## src/rtl/avail_mode_pkg.sv

```systemverilog
package avail_mode_pkg;

    localparam int MODE_W = 3;

    typedef enum logic [MODE_W-1:0] {
        MODE_FULL  = 3'd0,
        MODE_RED   = 3'd1,
        MODE_MIN   = 3'd2,
        MODE_DOWN  = 3'd3,
        MODE_SWF   = 3'd4
    } mode_e;

    typedef struct packed {
        logic shutdown;
        logic sw_fault;
        logic hw_fault;
        logic recover;
        logic sw_fixed;
    } evt_t;

    function automatic logic is_operational(mode_e m);
        return (m == MODE_FULL) || (m == MODE_RED) || (m == MODE_MIN);
    endfunction

    // one level down per hardware fault
    function automatic mode_e hw_step(mode_e m);
        case (m)
            MODE_FULL: return MODE_RED;
            MODE_RED:  return MODE_MIN;
            default:   return MODE_DOWN;
        endcase
    endfunction

endpackage

```

## src/rtl/avail_block_detect.sv

```systemverilog
module avail_block_detect #(
    parameter int CNT_W = 3,
    parameter int LIMIT = 1
) (
    input  logic [CNT_W-1:0] blocked_cnt,
    output logic             shutdown
);
    localparam logic [CNT_W-1:0] LIMIT_V = CNT_W'(LIMIT);

    always_comb shutdown = (blocked_cnt > LIMIT_V);
endmodule

```

## src/rtl/avail_mode_next.sv

```systemverilog
module avail_mode_next
    import avail_mode_pkg::*;
(
    input  mode_e cur,
    input  mode_e saved,
    input  evt_t  evt,
    output mode_e nxt,
    output logic  capture
);
    always_comb begin
        nxt     = cur;
        capture = 1'b0;
        if (evt.shutdown) begin
            nxt = MODE_DOWN;
        end else begin
            case (cur)
                MODE_FULL, MODE_RED, MODE_MIN: begin
                    if (evt.sw_fault) begin
                        nxt     = MODE_SWF;
                        capture = 1'b1;
                    end else if (evt.hw_fault) begin
                        nxt = hw_step(cur);
                    end else if (evt.recover && cur != MODE_FULL) begin
                        nxt = MODE_FULL;
                    end
                end
                MODE_DOWN: begin
                    if (evt.recover) nxt = MODE_FULL;
                end
                MODE_SWF: begin
                    if (evt.sw_fixed) nxt = saved;
                end
                default: nxt = MODE_DOWN;
            endcase
        end
    end
endmodule

```

## src/rtl/avail_mode_regs.sv

```systemverilog
module avail_mode_regs
    import avail_mode_pkg::*;
(
    input  logic  clk,
    input  logic  rst,
    input  mode_e nxt,
    input  logic  capture,
    output mode_e cur,
    output mode_e saved,
    output logic  chg
);
    always_ff @(posedge clk) begin
        if (rst) begin
            cur   <= MODE_FULL;
            saved <= MODE_FULL;
            chg   <= 1'b0;
        end else begin
            cur <= nxt;
            chg <= (nxt != cur);
            if (capture) saved <= cur;
        end
    end
endmodule

```

## src/rtl/avail_mode_ctrl.sv

```systemverilog
module avail_mode_ctrl
    import avail_mode_pkg::*;
#(
    parameter int CNT_W       = 3,
    parameter int BLOCK_LIMIT = 1
) (
    input  logic              clk,
    input  logic              rst,
    input  logic              hw_fault_i,
    input  logic              sw_fault_i,
    input  logic              recover_i,
    input  logic              sw_fixed_i,
    input  logic [CNT_W-1:0]  blocked_cnt_i,
    output logic [MODE_W-1:0] mode_o,
    output logic              mode_chg_o,
    output logic [MODE_W-1:0] saved_mode_o
);
    logic  shutdown;
    evt_t  evt;
    mode_e cur, saved, nxt;
    logic  capture, chg;

    avail_block_detect #(.CNT_W(CNT_W), .LIMIT(BLOCK_LIMIT)) u_blk (
        .blocked_cnt (blocked_cnt_i),
        .shutdown    (shutdown)
    );

    always_comb begin
        evt.shutdown = shutdown;
        evt.sw_fault = sw_fault_i;
        evt.hw_fault = hw_fault_i;
        evt.recover  = recover_i;
        evt.sw_fixed = sw_fixed_i;
    end

    avail_mode_next u_next (
        .cur     (cur),
        .saved   (saved),
        .evt     (evt),
        .nxt     (nxt),
        .capture (capture)
    );

    avail_mode_regs u_regs (
        .clk     (clk),
        .rst     (rst),
        .nxt     (nxt),
        .capture (capture),
        .cur     (cur),
        .saved   (saved),
        .chg     (chg)
    );

    assign mode_o       = cur;
    assign saved_mode_o = saved;
    assign mode_chg_o   = chg;
endmodule

```

## config.mk

```make
export PLATFORM = sky130hd
export DESIGN_NAME = avail_mode_ctrl
export DESIGN_NICKNAME = d
export VERILOG_FILES = /design/src/rtl/avail_mode_pkg.sv /design/src/rtl/avail_block_detect.sv /design/src/rtl/avail_mode_next.sv /design/src/rtl/avail_mode_regs.sv /design/src/rtl/avail_mode_ctrl.sv
export SDC_FILE = /design/constraint.sdc
export NUM_CORES = 1
export LEC_CHECK = 0
export ABC_CLOCK_PERIOD_IN_PS = 1500
export BUFFER_PORTS_ARGS = -buffer_cell sky130_fd_sc_hd__buf_2
export CAP_MARGIN = 5
export CORE_AREA = 2 2 39 41
export CTS_CLUSTER_DIAMETER = 40
export DETAILED_ROUTE_END_ITERATION = 12
export DIE_AREA = 0 0 41 43
export PLACE_DENSITY = 0.67
export SLEW_MARGIN = 15
export SYNTH_ARGS = -nofsm -noshare
export SYNTH_HDL_FRONTEND = slang
export SYNTH_SLANG_ARGS = --single-unit
```

## constraint.sdc

```tcl
create_clock -name clk -period 1.5 [get_ports clk]
set_input_delay 0.3 -clock clk [delete_from_list [all_inputs] [get_ports clk]]
set_output_delay 0.3 -clock clk [all_outputs]
set_load 0.005 [all_outputs]
```

==> results.md <==
- The aggregate global-route resource usage is 15.34%.
- Synthesis handed over a netlist of 55 instances.
- The sequential cells in the finished layout cover a total of 140.1 um2.
- The post-route fraction of the period consumed by the critical path is around nine tenths.
- The worst min-delay path class is in -> reg.
- The post-route minimum period is 1346 ps.
- The share of synthesized flip-flops with an asynchronous set or reset is 0%.
- In the final routed layout, each cell accounts on average for between 10 and 15 um.
- The detailed router placed 465 vias in this run.
- The clock latency on the worst-skew pair is 250 ps.
- The net count of the finished layout is 83.
- The worst pin sits at a relative slew slack of 77.32%.
- The remaining design rule violation count is 0.
- Synthesis produced a netlist with a net count of 64.
- The number of CTS-inserted buffers is 3.
- 0 antenna diodes ended up in the layout.
- Dividing total power by cell area gives a power density of between 800 and 900 nW/um2.
- The area growth from synthesis to layout is 24.15%.
- The arrival time of data at the critical path endpoint is 1460 ps.
- The synthesized design contains 7 register bits.
- In this run the vertical extent of the chip is 43 um.
- The average vias per placed instance is 5.225.
- The pin count of the biggest net entering global routing is 11.
- During I/O placement, the number of pins put on the boundary was 16.
- OpenSTA, run right after detailed placement, puts the worst setup slack at 170.4 ps.
- The total die area is 1763 um2.
- Wires add up to approximately 1100 um.
- The die outline width is 41 um.
- IR analysis of the VDD net gives a maximum drop of around 0.38 mV.
- The global-route wire length before repair is 1766 um.
- The number of detailed-route iterations in the first pass is 4.
- The H-tree depth reported by CTS is 1.
- The worst setup path is captured at a register.
- The clock transition time at the flip-flop clock pins of the worst setup and hold paths is 50 ps.
- The final count of negative-setup-slack endpoints is 0.
- TritonCTS built the clock tree.
- The congestion estimate from routability-driven global placement came to 0.7555.
- The run finished with clean final reports.
- Averaged over all synthesized cells, the footprint is 8.667 um2.
- Hold repair after CTS inserted 0 buffers.
- The post-synthesis cell type count is 26.
- The starting density of the core is 34.45%.
- The worst path meets setup with approximately 150 ps of slack.
- Setup repair after global routing left no endpoint under its margin.
- Input and output buffers added on the ports amount to 14.
- In the post-synthesis netlist, the biggest area contributors are dfxtp_1 (29%), a21oi_1 (7.3%), nand2b_1 (6.6%), a21o_1 (6.3%), nor2_1 (4.7%).
- The post-synthesis instance area is 476.7 um2.
- The primary flip-flop cell chosen by synthesis mapping is dfxtp_1.
- The setup TNS is 0 ps.
- Gates resized during post-CTS repair numbered 0.
- The measured slew at the worst slew-check pin is 339.8 ps.
- Static timing analysis puts the maximum clock frequency at 0.7428 GHz.
- The starting DRC count in detailed routing is 15.
- The worst setup path is launched from a register.
- In the final layout, the multi-input gates occupy 309.0 um2.
- The number of buffers between clock root and the deepest sink is 2.
- The maximum clock skew at final layout is 0.6550 ps.
- The leakage dissipation is 0.2659 nW.
- Post-CTS timing repair inserted 0 buffers for setup.
- The cell depth of the worst hold path is 2.
- The layout has 136 filler cells.
- The top cell type by area accounts for 29.40% of the synthesized area.
- The CTS sink count is 7.
- Yosys mapped a number of flops with a built-in enable equal to 0.
- In the synthesized netlist, the cells that appear most often are a21oi_1 (7), dfxtp_1 (7), nor2_1 (6), nand2b_1 (5), a21o_1 (4).
- The share of cells above drive strength 1 is 32.88%.
- The sequential cell area fraction in the yosys report is between 20 and 30%.
- The warning count from the yosys run is 0.
- The initial antenna violation count is 0.
- The tool flagged a number of max-cap violations equal to 0.
- Along the worst path, the maximum fanout reaches 10.
- The row count is 14.
- After legalization and detailed placement, the total HPWL measured 822.4 um.
- The worst setup path category is reg -> reg.
- The via count of the first global-routing pass is about 440.
- The area inside the core boundary is 1384 um2.
- The final count of hold timing violations was 0.
- For the worst setup path, the data required time is 1610 ps.
- Of all cell types, the one taking the most synthesized area is dfxtp_1.
- Measured in cells, the most critical reg-to-reg path has a length of 4.
- The total overflow left after global routing is 0.
- The post-detailed-route count of antenna-violating nets is 0.
- The number of pins with negative max-slew slack in the final report is 0.
- CTS placed an instance of clkbuf_4 at the clock tree root.
-- cell families (layout without fill, tap and decap cells) --
logic type,count (synthesis),count (layout),share of synthesized area [%]
buffers and inverters,4,22,5.773
flip-flops,7,7,29.40
AND/OR/NAND/NOR,21,21,28.08
AO/OA/AOI/OAI,21,21,32.55
multiplexers,2,2,4.200
-- worst max-delay path, stage by stage, from the launching register on --
cell	delay, ps
dfxtp_1	400
nand2b_1	210
a21o_1	180
o31ai_1	280
a41oi_2	140
-- cell type report --
class	count	area share [%]
multi-input cells	44	52.22
inverters	1	0.6342
well taps	16	3.383
repair buffers	17	15.64
flip-flops and latches	7	23.68
clock buffers	4	4.440
-- stage by stage --
step	power, W	instance area [um2]	util [%]	hold slack, ps	std cells
3_5_place_dp	0.0003144	565.5	40.87	457.6	85
2_1_floorplan	0.0002772	476.7	-	363.3	55
6_report	0.0004806	591.8	42.77	317.5	89
3_3_place_gp	0.0003132	565.5	40.87	449.5	85
4_1_cts	0.0004914	591.8	42.77	301.9	89
5_1_grt	0.0005218	591.8	42.77	313.7	89
-- routing by layer --
metal	wire length, um	GRT usage, %	part of all wire, %	vias up
met1	507	18.95	47	207
met4	17	12.00	1.6	0
li1	-	-	-	245
met3	51	4.712	4.7	2
met2	503	20.94	47	11
met5	0	0	0	-
-- placed cells by master, fill, tap and decap left out, drive strengths merged --
cell type  Yosys  routed
dfxtp          7       7
a41oi          1       1
o221a          1       1
inv            1       1
mux2i          2       2
buf            3      17
nand4          1       1
o21ai          1       1
or2            1       1
nor2b          2       2
o21a           2       2
nand2b         5       5
clkbuf         0       4
o32ai          1       1
a21o           4       4
nand4bb        1       1
nand4b         1       1
nor3b          4       4
o31ai          1       1
a31oi          1       1
a21oi          7       7
o21bai         1       1
a211oi         1       1
nor2           6       6
-- sequential cells by signal (all words and copies together), names as in the netlist --
register and cells:
u_regs.chg 1, u_regs.cur 3, u_regs.saved 3
-- report_power, final --
part           internal, W  leakage, nW  switching (W)
Clock             0.000101       0.0150      0.0000682
Sequential        0.000196       0.0577      0.0000142
Combinational    0.0000528        0.193      0.0000485
-- final timing paths --
check / startpoint / end / slack [ps]
worst max-delay path: u_regs.cur[1]$_SDFF_PP0_ / u_regs.chg$_SDFF_PP0_ / 150
worst min-delay path: rst / u_regs.chg$_SDFF_PP0_ / 320
worst min register to register: u_regs.saved[2]$_SDFFE_PP0P_ / u_regs.saved[2]$_SDFFE_PP0P_ / 460
worst max register to register: u_regs.cur[1]$_SDFF_PP0_ / u_regs.chg$_SDFF_PP0_ / 150
(Power assumes the default switching activity.)
